`config.mk`:
```
export PLATFORM = sky130hd
export DESIGN_NAME = cop_irq_gate
export DESIGN_NICKNAME = d
export VERILOG_FILES = /design/src/rtl/cop_irq_pkg.sv /design/src/rtl/cop_irq_lines.sv /design/src/rtl/cop_irq_regs.sv /design/src/rtl/cop_irq_eval.sv /design/src/rtl/cop_irq_gate.sv
export SDC_FILE = /design/constraint.sdc
export NUM_CORES = 1
export LEC_CHECK = 0
export ABC_AREA = 1
export BUFFER_PORTS_ARGS = -buffer_cell sky130_fd_sc_hd__buf_2
export CORE_ASPECT_RATIO = 0.8
export CORE_MARGIN = 2
export CORE_UTILIZATION = 30
export CTS_CLUSTER_SIZE = 14
export DETAILED_ROUTE_END_ITERATION = 6
export SKIP_CTS_REPAIR_TIMING = 1
export SLEW_MARGIN = 25
export SYNTH_ARGS = -nofsm -noshare
export SYNTH_HDL_FRONTEND = slang
export SYNTH_HIERARCHICAL = 1
export SYNTH_SLANG_ARGS = --single-unit
```
`constraint.sdc`:
```
create_clock -name clk -period 1.38 [get_ports clk]
set_clock_uncertainty 0.05 [all_clocks]
set_input_delay 0.069 -clock clk [delete_from_list [all_inputs] [get_ports clk]]
set_output_delay 0.069 -clock clk [all_outputs]
set_load 0.005 [all_outputs]
```
`src/rtl/cop_irq_pkg.sv`:
```
package cop_irq_pkg;
  localparam int DATA_W   = 32;
  localparam int IP_LSB   = 8;
  localparam int IP_W     = 8;
  localparam int LINE_W   = 5;
  localparam int LINE_LIM = 16;
  localparam int PIC_LINE = 2;
  localparam int TMR_LINE = 7;
  localparam int IE_BIT   = 0;
  localparam logic [DATA_W-1:0] STS_WMASK  = 32'hFA78FF01;
  localparam logic [DATA_W-1:0] CSE_KEEP   = 32'hB000F87C;
  localparam logic [DATA_W-1:0] CSE_SWMASK = 32'h00C00300;

  function automatic logic [DATA_W-1:0] ip_mask();
    logic [DATA_W-1:0] m;
    m = '0;
    for (int i = 0; i < IP_W; i++) m[IP_LSB+i] = 1'b1;
    return m;
  endfunction
endpackage

```
`src/rtl/cop_irq_lines.sv`:
```
module cop_irq_lines
  import cop_irq_pkg::*;
#(
  parameter int DW   = DATA_W,
  parameter int LW   = LINE_W,
  parameter int LLIM = LINE_LIM,
  parameter int LSB  = IP_LSB,
  parameter int PICN = PIC_LINE,
  parameter int TMRN = TMR_LINE
) (
  input  logic          clk,
  input  logic          rst,
  input  logic [DW-1:0] cause_q,
  input  logic          line_vld,
  input  logic [LW-1:0] line_idx,
  input  logic          line_lvl,
  input  logic          pic_lvl,
  input  logic          tmr_hit,
  input  logic          cmp_wr,
  output logic [DW-1:0] cause_ln
);
  localparam int TOP = LSB + LLIM;

  logic            pic_prev;
  logic            pic_chg;
  logic [LLIM-1:0] upd_bits;

  always_ff @(posedge clk) begin
    if (rst) pic_prev <= 1'b0;
    else     pic_prev <= pic_lvl;
  end

  assign pic_chg = (pic_lvl != pic_prev);

  for (genvar g = 0; g < LLIM; g++) begin : g_line
    logic hit, v_req, v_pic;
    assign hit   = line_vld && (line_idx == LW'(g));
    assign v_req = hit ? line_lvl : cause_q[LSB+g];
    if (g == PICN) begin : g_pic
      assign v_pic = pic_chg ? pic_lvl : v_req;
    end else begin : g_nopic
      assign v_pic = v_req;
    end
    if (g == TMRN) begin : g_tmr
      assign upd_bits[g] = cmp_wr ? 1'b0 : (tmr_hit ? 1'b1 : v_pic);
    end else begin : g_notmr
      assign upd_bits[g] = v_pic;
    end
  end

  if (TOP < DW) begin : g_hi
    assign cause_ln = {cause_q[DW-1:TOP], upd_bits, cause_q[LSB-1:0]};
  end else begin : g_nohi
    assign cause_ln = {upd_bits, cause_q[LSB-1:0]};
  end

  AST_HIGH_LINE_IGNORED: assert property (@(posedge clk) disable iff (rst)
    (line_vld && line_idx >= LW'(LLIM) && !pic_chg && !tmr_hit && !cmp_wr)
      |-> (cause_ln == cause_q));

  AST_CMP_CLEARS: assert property (@(posedge clk) disable iff (rst)
    cmp_wr |-> !cause_ln[LSB+TMRN]);
endmodule

```
`src/rtl/cop_irq_regs.sv`:
```
module cop_irq_regs
  import cop_irq_pkg::*;
#(
  parameter int DW = DATA_W,
  parameter int IEB = IE_BIT,
  parameter logic [DW-1:0] SMASK = STS_WMASK,
  parameter logic [DW-1:0] KEEP  = CSE_KEEP,
  parameter logic [DW-1:0] SWM   = CSE_SWMASK
) (
  input  logic          clk,
  input  logic          rst,
  input  logic [DW-1:0] cause_ln,
  input  logic          sts_wr,
  input  logic          cse_wr,
  input  logic [DW-1:0] wr_data,
  input  logic          ie_clr,
  input  logic          ie_set,
  output logic [DW-1:0] status_q,
  output logic [DW-1:0] cause_q,
  output logic [DW-1:0] status_nxt,
  output logic [DW-1:0] cause_nxt,
  output logic [DW-1:0] ie_old_q
);
  always_comb begin
    status_nxt = status_q;
    if (sts_wr)      status_nxt = wr_data & SMASK;
    else if (ie_clr) status_nxt[IEB] = 1'b0;
    else if (ie_set) status_nxt[IEB] = 1'b1;
  end

  always_comb begin
    cause_nxt = cause_ln;
    if (cse_wr) cause_nxt = (cause_ln & KEEP) | (wr_data & SWM);
  end

  always_ff @(posedge clk) begin
    if (rst) begin
      status_q <= '0;
      cause_q  <= '0;
      ie_old_q <= '0;
    end else begin
      status_q <= status_nxt;
      cause_q  <= cause_nxt;
      if (ie_clr || ie_set) ie_old_q <= status_q;
    end
  end

  AST_STS_WRITE_MASK: assert property (@(posedge clk) disable iff (rst)
    sts_wr |=> (status_q == ($past(wr_data) & SMASK)));

  AST_IE_CLEAR: assert property (@(posedge clk) disable iff (rst)
    (ie_clr && !sts_wr) |=> (!status_q[IEB] && ie_old_q == $past(status_q)));

  AST_IE_SET: assert property (@(posedge clk) disable iff (rst)
    (ie_set && !ie_clr && !sts_wr) |=> (status_q[IEB] && ie_old_q == $past(status_q)));

  AST_CSE_SW_BITS: assert property (@(posedge clk) disable iff (rst)
    cse_wr |=> ((cause_q & SWM) == ($past(wr_data) & SWM)));
endmodule

```
`src/rtl/cop_irq_eval.sv`:
```
module cop_irq_eval
  import cop_irq_pkg::*;
#(
  parameter int DW  = DATA_W,
  parameter int IEB = IE_BIT
) (
  input  logic          clk,
  input  logic          rst,
  input  logic [DW-1:0] status_nxt,
  input  logic [DW-1:0] cause_nxt,
  input  logic [DW-1:0] status_q,
  input  logic [DW-1:0] cause_q,
  input  logic          exc_lvl,
  input  logic          err_lvl,
  input  logic          dbg_mode,
  output logic          irq_q
);
  localparam logic [DW-1:0] IPM = ip_mask();

  logic pend_any, mode_blk, req_d;

  assign pend_any = |(status_nxt & cause_nxt & IPM);
  assign mode_blk = exc_lvl | err_lvl | dbg_mode;
  assign req_d    = pend_any & status_nxt[IEB] & ~mode_blk;

  always_ff @(posedge clk) begin
    if (rst) irq_q <= 1'b0;
    else     irq_q <= req_d;
  end

  AST_IRQ_NEEDS_UNMASKED: assert property (@(posedge clk) disable iff (rst)
    irq_q |-> (status_q[IEB] && (|(status_q & cause_q & IPM))));

  AST_MODE_BLOCKS: assert property (@(posedge clk) disable iff (rst)
    (exc_lvl || err_lvl || dbg_mode) |=> !irq_q);
endmodule

```
`src/rtl/cop_irq_gate.sv`:
```
module cop_irq_gate
  import cop_irq_pkg::*;
#(
  parameter int DW = DATA_W,
  parameter int LW = LINE_W
) (
  input  logic          clk,
  input  logic          rst,
  input  logic          line_vld,
  input  logic [LW-1:0] line_idx,
  input  logic          line_lvl,
  input  logic          pic_lvl,
  input  logic          tmr_hit,
  input  logic          cmp_wr,
  input  logic          sts_wr,
  input  logic          cse_wr,
  input  logic [DW-1:0] wr_data,
  input  logic          ie_clr,
  input  logic          ie_set,
  input  logic          exc_lvl,
  input  logic          err_lvl,
  input  logic          dbg_mode,
  output logic [DW-1:0] status,
  output logic [DW-1:0] cause,
  output logic [DW-1:0] ie_old,
  output logic          irq
);
  logic [DW-1:0] cause_ln, status_nxt, cause_nxt;

  cop_irq_lines #(.DW(DW), .LW(LW)) u_lines (
    .clk(clk), .rst(rst), .cause_q(cause),
    .line_vld(line_vld), .line_idx(line_idx), .line_lvl(line_lvl),
    .pic_lvl(pic_lvl), .tmr_hit(tmr_hit), .cmp_wr(cmp_wr),
    .cause_ln(cause_ln)
  );

  cop_irq_regs #(.DW(DW)) u_regs (
    .clk(clk), .rst(rst), .cause_ln(cause_ln),
    .sts_wr(sts_wr), .cse_wr(cse_wr), .wr_data(wr_data),
    .ie_clr(ie_clr), .ie_set(ie_set),
    .status_q(status), .cause_q(cause),
    .status_nxt(status_nxt), .cause_nxt(cause_nxt), .ie_old_q(ie_old)
  );

  cop_irq_eval #(.DW(DW)) u_eval (
    .clk(clk), .rst(rst),
    .status_nxt(status_nxt), .cause_nxt(cause_nxt),
    .status_q(status), .cause_q(cause),
    .exc_lvl(exc_lvl), .err_lvl(err_lvl), .dbg_mode(dbg_mode),
    .irq_q(irq)
  );

  AST_RESET_QUIET: assert property (@(posedge clk)
    $past(rst) |-> (status == '0 && cause == '0 && !irq));
endmodule

```
# [After elaboration in Yosys (flattened, before gate mapping)]
# Index checks and enable logic that the tools add are counted.
[op_classes] n_eq_ne=16 n_mux=24 n_bitwise=7 n_reduce_logical=19
[ops] operator="equality test 5 x 4 -> 1 bit (second input constant)" count=8
[ops] operator="2-to-1 mux 32 bit" count=1
[ops] operator="OR 32 x 24 -> 32 bit" count=1
[ops] operator="2-to-1 mux 31 bit" count=1
[ops] operator="2-to-1 mux 1 bit" count=22
[ops] operator="equality test 5 x 3 -> 1 bit (second input constant)" count=4
[ops] operator="bitwise AND 16 bit" count=1
[ops] operator="logical AND 1 bit" count=16
[ops] operator="equality test 5 x 2 -> 1 bit (second input constant)" count=2
[ops] operator="OR reduction 8 bit" count=1
[ops] operator="equality test 5 x 1 -> 1 bit (second input constant)" count=1
[ops] operator="logical NOT 5 bit" count=1
[ops] operator="bitwise AND 1 bit" count=2
[ops] operator="OR 1 bit" count=2
[ops] operator="logical OR 1 bit" count=1
[ops] operator="!= test 1 bit" count=1
[ops] operator="NOT 1 bit" count=1
[word_totals] register_bits=98 inputBits=51 word_cells=71

# [Depth between registers and ports, before layout]
# Gate-level depths: netlist (run 1).
[logic_depth] depth_word=11 depth_mapped=14 ltp_nobuf=13

# [Cells and area by module]
# The synthesis (run 1) kept the hierarchy.
[modules_own_cells] mod="cop_irq_regs" instances=1 cells_per_inst=446 area_per_inst_um2=3542.1
[modules_own_cells] mod="cop_irq_lines" instances=1 cells_per_inst=114 area_per_inst_um2=643.1
[modules_own_cells] mod="cop_irq_eval" instances=1 cells_per_inst=20 area_per_inst_um2=98.8

# [Worst setup path after synthesis (run 1)]
# No wires, ideal clock.
[synth_timing] path_type="input-to-reg" startpoint="input port line_idx[4]" endpoint="register u_eval.irq_q" arrival_ns=1.066 required_time_ns=1.213 slack_ns=0.147 cell_stages=12 n_path_buf=2 cell_sequence="inv_1 -> nand2_4 -> nor3_2 -> nand2_1 -> nand2_1 -> o21ai_1 -> buf_4 -> buf_4 -> nand2_1 -> nand2_1 -> nor2_1 -> a21oi_1"
[synth_via] word_cells_on_any_way=33 cone_classes="eq/ne (7); mux (12); bitwise (4); reduce/logical (10)"
[synth_lines] item="from (decl)" line_no="cop_irq_gate.sv:10" source="input logic [LW-1:0] line_idx,"
[synth_lines] item="equality test 5 x 3 -> 1 bit *" line_no="cop_irq_lines.sv:37" source="assign hit = line_vld && (line_idx == LW'(g));"
[synth_lines] item="logical AND 1 bit *" line_no="cop_irq_lines.sv:37"
[synth_lines] item="2-to-1 mux 1 bit *" line_no="cop_irq_lines.sv:38" source="assign v_req = hit ? line_lvl : cause_q[LSB+g];"
[synth_lines] item="net u_lines.g_line[4].v_pic" line_no="cop_irq_lines.sv:36" source="logic hit, v_req, v_pic;"
[synth_lines] item="OR 32 x 24 -> 32 bit" line_no="cop_irq_regs.sv:33" source="if (cse_wr) cause_nxt = (cause_ln & KEEP) | (wr_data & SWM);"
[synth_lines] item="2-to-1 mux 32 bit *" line_no="cop_irq_regs.sv:33"
[synth_lines] item="net cause_nxt[12]" line_no="cop_irq_gate.sv:28" source="logic [DW-1:0] cause_ln, status_nxt, cause_nxt;"
[synth_lines] item="bitwise AND 16 bit *" line_no="cop_irq_eval.sv:22" source="assign pend_any = |(status_nxt & cause_nxt & IPM);"
[synth_lines] item="OR reduction 8 bit *" line_no="cop_irq_eval.sv:22"
[synth_lines] item="bitwise AND 1 bit * (2 in series)" line_no="cop_irq_eval.sv:24" source="assign req_d = pend_any & status_nxt[IEB] & ~mode_blk;"
[synth_lines] item="to (signal assigned)" line_no="cop_irq_eval.sv:28" source="else irq_q <= req_d;"
[synth_lines] item="to (decl)" line_no="cop_irq_eval.sv:16" source="output logic irq_q"
# The timed path passes the listed nets; every way through them passes the cells marked *.
# A chain may end at the register's enable or synchronous reset.

# [Final worst setup path (run 1)]
[layout_timing] startpoint="input port pic_lvl" endpoint="register u_eval.irq_q"
[layout_via] elab_chain_cells=7
[layout_lines] item="from (decl)" line_no="cop_irq_gate.sv:12" source="input logic pic_lvl,"
[layout_lines] item="!= test 1 bit" line_no="cop_irq_lines.sv:33" source="assign pic_chg = (pic_lvl != pic_prev);"
[layout_lines] item="2-to-1 mux 1 bit *" line_no="cop_irq_lines.sv:40" source="assign v_pic = pic_chg ? pic_lvl : v_req;"
[layout_lines] item="net cause_ln[10]" line_no="cop_irq_gate.sv:28"
[layout_lines] item="2-to-1 mux 32 bit *" line_no="cop_irq_regs.sv:33"
[layout_lines] item="net cause_nxt[10]" line_no="cop_irq_gate.sv:28"
[layout_lines] item="bitwise AND 16 bit *" line_no="cop_irq_eval.sv:22"
[layout_lines] item="OR reduction 8 bit *" line_no="cop_irq_eval.sv:22"
[layout_lines] item="bitwise AND 1 bit * (2 in series)" line_no="cop_irq_eval.sv:24"
# Marks and branches as above.

==> impl_metrics.py, run 1 <==
metrics = {
    "status": {
        "status": "complete, but fails checks",
        "violations": "hold timing",
    },
    "logic_synthesis": {
        "syn_area_per_cell_um2": 7.655,
        "ys_warn_count": 6,
        "syn_area_um2": 4073,
        "syn_inst": 532,
        "syn-num-nets": 583,
    },
    "sta": {
        "min_period_ns": 1.201,
        "grt_setup_unrepaired": "false",
        "fin_ws_ns": 0.1789,
        "relSlewSlack_pct": 76.04,
        "worstMarginPinSlew_ns": 0.3593,
        "slew_violations": 0,
        "hold_slack_ns": -0.004503,
        "hold_viol_final": 1,
        "tns_ns": 0,
        "fmax_ghz": 0.8326,
        "post-route-period-util_pct": 87.03,
        "setup_viol": 0,
    },
    "power": {
        "cellPowerDensity_nw_per_um2": 1154,
        "ir_drop_uv": 581.1,
        "p_leak_nw": 2.448,
    },
    "floorplan": {
        "ios": 148,
        "die_y_um": 108.2,
        "std_cell_rows": 38,
        "die-area_um2": 14530,
        "start_util_pct": 30.38,
        "core_area_um2": 13410,
        "die_width_um": 134.3,
    },
    "clock_tree": {
        "cts_root_buf": "clkbuf_16",
        "clock_sink_count": 98,
        "htreeDepth": 3,
        "clock_path_buffers": 2,
        "clock_latency_ns": 0.34,
        "clkTransAtPathRegs_ns": 0.07,
        "cts_buffers": 9,
        "cts_tree": "done",
    },
    "layout": {
        "drive_gt1_share_pct": 28.27,
        "fin_nets": 704,
        "final_common_cell": "buf_2",
        "fillers": 1458,
        "area.growth.synth_to_final_pct": 27.31,
        "final_cell_mix": "buf_2, nand2_1, dfxtp_1",
        "diodes": 0,
    },
    "route": {
        "ant_nets": 0,
        "firstDrtPassIters": 4,
        "finalWirelength_um": 10560,
        "vias": 3547,
        "post-route-drc-count": 0,
        "drt_iter0_markers": 149,
        "wl_per_cell_um": 12.60,
        "via_per_inst": 4.233,
    },
    "setup_path": {
        "cp.arrival_ns": 1.38,
        "r2r-end": "u_eval/irq_q$_SDFF_PP0_",
        "endpoint_kind": "flip-flop",
        "cp-start-kind": "input pin",
        "crit_path_max_fanout": 2,
        "rrSetupSlack_ns": 0.25,
        "r2r_cells": 9,
        "critical_path_class": "in -> reg",
        "critPathRequiredTime_ns": 1.56,
        "r2r_start": "u_lines/pic_prev$_SDFF_PP0_",
    },
    "worst_hold_path": {
        "holdPathEnd": "u_regs/cause_q[15]$_SDFF_PP0_",
        "hold_start": "cmp_wr",
        "hold_depth": 6,
        "min_path_type": "in -> reg",
    },
    "flow_run": {
        "drv_cap": 0,
    },
    "placed_design": {
        "place_hpwl_um": 7495,
        "portBuffers": 135,
        "place_ws_ns": 0.01948,
        "gp_congestion": 0.7676,
    },
    "global_route": {
        "first_global_vias": 3275,
        "grt_pass1_wl_um": 16630,
        "grt_overflow": 0,
        "grt_max_degree": 32,
        "grt_usage_pct": 14.85,
        "antenna_found_initial": 0,
    },
}
==> worst max-delay path by stage <==
stage	start	to	slack [ns]	cells past startpoint
2_1_floorplan	line_idx[4]	u_eval/irq_q$_SDFF_PP0_	0.15	12
3_3_place_gp	line_idx[4]	u_eval/irq_q$_SDFF_PP0_	0.04	13
3_5_place_dp	line_idx[4]	u_eval/irq_q$_SDFF_PP0_	0.02	13
4_1_cts	u_lines/pic_prev$_SDFF_PP0_	u_eval/irq_q$_SDFF_PP0_	0.24	9
5_1_grt	pic_lvl	u_eval/irq_q$_SDFF_PP0_	0.13	11
6_report	pic_lvl	u_eval/irq_q$_SDFF_PP0_	0.18	11
==> power by group <==
group	switching [mW]	internal, mW	total [mW]
Combinational	0.357	0.278	0.635
Clock	1.07	1.31	2.38
Sequential	0.0536	2.92	2.97
==> sequential cells by signal (all words and copies together) (netlist names) <==
register          flops
u_eval/irq_q          1
u_lines/pic_prev      1
u_regs/cause_q       32
u_regs/ie_old_q      32
u_regs/status_q      32
==> worst max-delay path: stages <==
cell and delay, ns:
dlygate4sd3_1 0.54, buf_2 0.14, xnor2_1 0.12, nand3_1 0.08, nand2_1 0.05, inv_1 0.06
nor2_1 0.04, nand2_1 0.05, nand2_1 0.05, nor2_1 0.12, a21oi_1 0.08
==> metal layers <==
layer  GRT usage, %  vias up  wire, um
li1               -     1872         -
met1          19.97     1556      5189
met5              0        -         0
met4          4.962        0       132
met2          22.30      109      4498
met3          5.110       10       737
==> stage by stage <==
stage | instances | total power, mW | utilization (%) | area [um^2]
final | 838 | 5.986 | 38.67 | 5185
after global routing | 838 | 6.289 | 38.67 | 5185
after CTS | 813 | 6.061 | 36.80 | 4935
after detailed placement | 797 | 3.627 | 34.71 | 4653
after global placement | 797 | 3.623 | 34.71 | 4653
after floorplan | 532 | 3.392 | - | 4073
==> cell type report <==
type                            count  area (um^2)  area share (%)
Sequential cell                    98         1962           37.84
Multi-Input combinational cell    306         1409           27.17
Timing Repair Buffer              177         1079           20.80
Clock buffer                       11        252.7           4.875
Inverter                           61        229.0           4.416
Tap cell                          180        225.2           4.344
Clock inverter                      5        28.78          0.5550
Power figures use the tool's default switching activity.
==> inputs of run 2 (changes only) <==
--- a/config.mk
+++ b/config.mk
@@ -8,7 +8,6 @@
 export ABC_AREA = 1
 export BUFFER_PORTS_ARGS = -buffer_cell sky130_fd_sc_hd__buf_2
 export CORE_ASPECT_RATIO = 0.8
-export CORE_MARGIN = 2
 export CORE_UTILIZATION = 30
 export CTS_CLUSTER_SIZE = 14
 export DETAILED_ROUTE_END_ITERATION = 6
==> run 2 against run 1 <==
The flow now finishes without violations. Clock power rose by 7%. Flip-flop and latch count did not move. First-iteration DRC count rose by 33%. Sequential share of layout area rose by 0.092 points. Fmax fell by 4.2%. Via count rose by 2.0%. Critical endpoint unchanged. Register-to-register slack got worse by 0.05 ns. Sequential power barely moved. Global-route usage fell by 0.096 points. Combinational power fell by 2%.
==> impl_metrics.py, run 2 (same netlist as run 1, synthesis figures left out) <==
metrics = {
    "layout": {
        "reg.largest.list": "u_regs/cause_q (32), u_regs/ie_old_q (32), u_regs/status_q (32)",
        "final_cell_mix": "buf_2, nand2_1, dfxtp_1",
        "final_common_cell": "buf_2",
        "fin_nets": 703,
        "final_cells": 832,
        "fin_util_pct": 39.62,
        "final_design_area_no_fill_um2": 5172,
        "diodes": 0,
        "area.growth.synth_to_final_pct": 27.00,
        "drive_gt1_share_pct": 27.85,
    },
    "global_route": {
        "antenna_found_initial": 0,
        "first_global_vias": 3212,
        "grt_pass1_wl_um": 16150,
        "grt_overflow": 0,
        "grt_usage_pct": 14.76,
        "grt_max_degree": 33,
    },
    "floorplan": {
        "core_area_um2": 13060,
        "die-area_um2": 14050,
        "die_y_um": 106.2,
        "std_cell_rows": 37,
        "die_width_um": 132.3,
        "start_util_pct": 31.20,
        "ios": 148,
    },
    "route": {
        "drt_iter0_markers": 198,
        "vias": 3619,
        "post-route-drc-count": 0,
        "finalWirelength_um": 10580,
        "wl_per_cell_um": 12.72,
        "via_per_inst": 4.350,
        "firstDrtPassIters": 4,
        "ant_nets": 0,
    },
    "setup_path": {
        "critPathRequiredTime_ns": 1.60,
        "cpMaxStageDelayCell": "dlygate4sd3_1",
        "crit_path_start": "pic_lvl",
        "r2r_cells": 9,
        "crit_path_cell_trace": "dlygate4sd3_1, buf_2, xnor2_1, nand3_1, nand2_1, inv_1, nor2_1, nand2_1, nand2_1, nor2_1, a21oi_1",
        "r2r-end": "u_eval/irq_q$_SDFF_PP0_",
        "rrSetupSlack_ns": 0.20,
        "endpoint_kind": "flip-flop",
        "crit_path_max_fanout": 2,
        "cp-start-kind": "input pin",
        "critical_path.endpoint": "u_eval/irq_q$_SDFF_PP0_",
        "cp_common_cell": "nand2_1",
        "critPathMaxStageDelay_ns": 0.54,
        "critical_path_class": "in -> reg",
        "cp.arrival_ns": 1.48,
        "r2r_start": "u_lines/pic_prev$_SDFF_PP0_",
    },
    "sta": {
        "slew_violations": 0,
        "setup_viol": 0,
        "min_period_ns": 1.254,
        "grt_setup_unrepaired": "false",
        "fin_ws_ns": 0.1260,
        "post-route-period-util_pct": 90.87,
        "relSlewSlack_pct": 68.76,
        "hold_viol_final": 0,
        "fmax_ghz": 0.7975,
        "tns_ns": 0,
        "worstMarginPinSlew_ns": 0.4686,
    },
    "placed_design": {
        "place_ws_ns": 0.01563,
        "place_area_um2": 4607,
        "place_inst": 790,
        "gp_congestion": 0.8385,
        "portBuffers": 135,
        "place_hpwl_um": 7681,
    },
    "clock_tree": {
        "clock_path_buffers": 2,
        "clock_latency_ns": 0.34,
        "cts_root_buf": "clkbuf_16",
        "cts_tree": "done",
        "clkTransAtPathRegs_ns": 0.07,
        "htreeDepth": 3,
        "cts_buffers": 9,
        "clock_sink_count": 98,
    },
    "power": {
        "switchingPower_mw": 1.496,
        "ir_drop_uv": 779.6,
        "p_clk_share_pct": 41.5,
        "cellPowerDensity_nw_per_um2": 1189,
        "swShare_pct": 24.33,
        "combPwrFrac_pct": 10.2,
        "internal_power_mw": 4.653,
        "p_leak_nw": 2.431,
        "pwr-share-seq_pct": 48.4,
    },
    "status": {
        "status": "completed",
    },
    "worst_hold_path": {
        "hold_start": "cmp_wr",
        "hold_depth": 6,
        "min_path_type": "in -> reg",
    },
    "flow_run": {
        "drv_cap": 0,
    },
}
## run 2: cell types whose count changed in the layout (fill, tap and decap cells not counted)
cell	before	now
clkinv_2	4	0
buf_12	2	0
dlygate4sd3_1	25	26
bufinv_16	0	1
inv_6	0	1
clkbuf_1	0	1
clkinvlp_4	0	2
clkbuf_8	2	1
## run 2: critical path: cells and delay by family
family / cells / cell delay, ns
AO/OA/AOI/OAI: 1 / 0.11
XOR/XNOR: 1 / 0.16
buffers and inverters: 3 / 0.73
AND/OR/NAND/NOR: 6 / 0.41
## run 2: stage by stage
stage / power, mW / hold WS [ns]
floorplan: 3.392 / 0.09138
global route: 6.422 / 0.03193
CTS: 6.176 / -0.09454
detailed placement: 3.612 / 0.2723
finish: 6.149 / 0.001038
global placement: 3.600 / 0.2682
## run 2: per-layer routing
layer / track usage, % / share of wire (%) / wire, um
met1: 18.68 / 46 / 4900
met2: 24.23 / 46 / 4886
met3: 4.673 / 6.3 / 665
met4: 3.941 / 1.2 / 127
met5: 0 / 0 / 0
## run 2: power by group through the flow
stage          logic [mW]  registers, mW  clock network [mW]
2_1_floorplan       0.352           3.04                   0
4_1_cts             0.574           2.97                2.63
5_1_grt             0.695           2.98                2.74
3_3_place_gp        0.564           3.04                   0
3_5_place_dp        0.572           3.04                   0
6_report            0.625           2.97                2.55
## run 2: final cells by class
cell class	instances	area, um^2
Clock buffer	11	242.7
Clock inverter	5	62.56
Fill cell	1405	7883
Inverter	61	229.0
Multi-Input combinational cell	306	1409
Sequential cell	98	1962
Tap cell	175	219.0
Timing Repair Buffer	176	1049
## run 2: worst min path at each step
| stage | end | slack [ns] |
|---|---|---|
| after floorplan | u_lines/pic_prev$_SDFF_PP0_ | 0.09 |
| after global placement | u_regs/status_q[30]$_SDFF_PP0_ | 0.27 |
| after detailed placement | u_regs/status_q[30]$_SDFF_PP0_ | 0.27 |
| after CTS | u_regs/status_q[30]$_SDFF_PP0_ | -0.09 |
| after global routing | u_regs/cause_q[15]$_SDFF_PP0_ | 0.03 |
| final | u_regs/cause_q[15]$_SDFF_PP0_ | 0.001 |
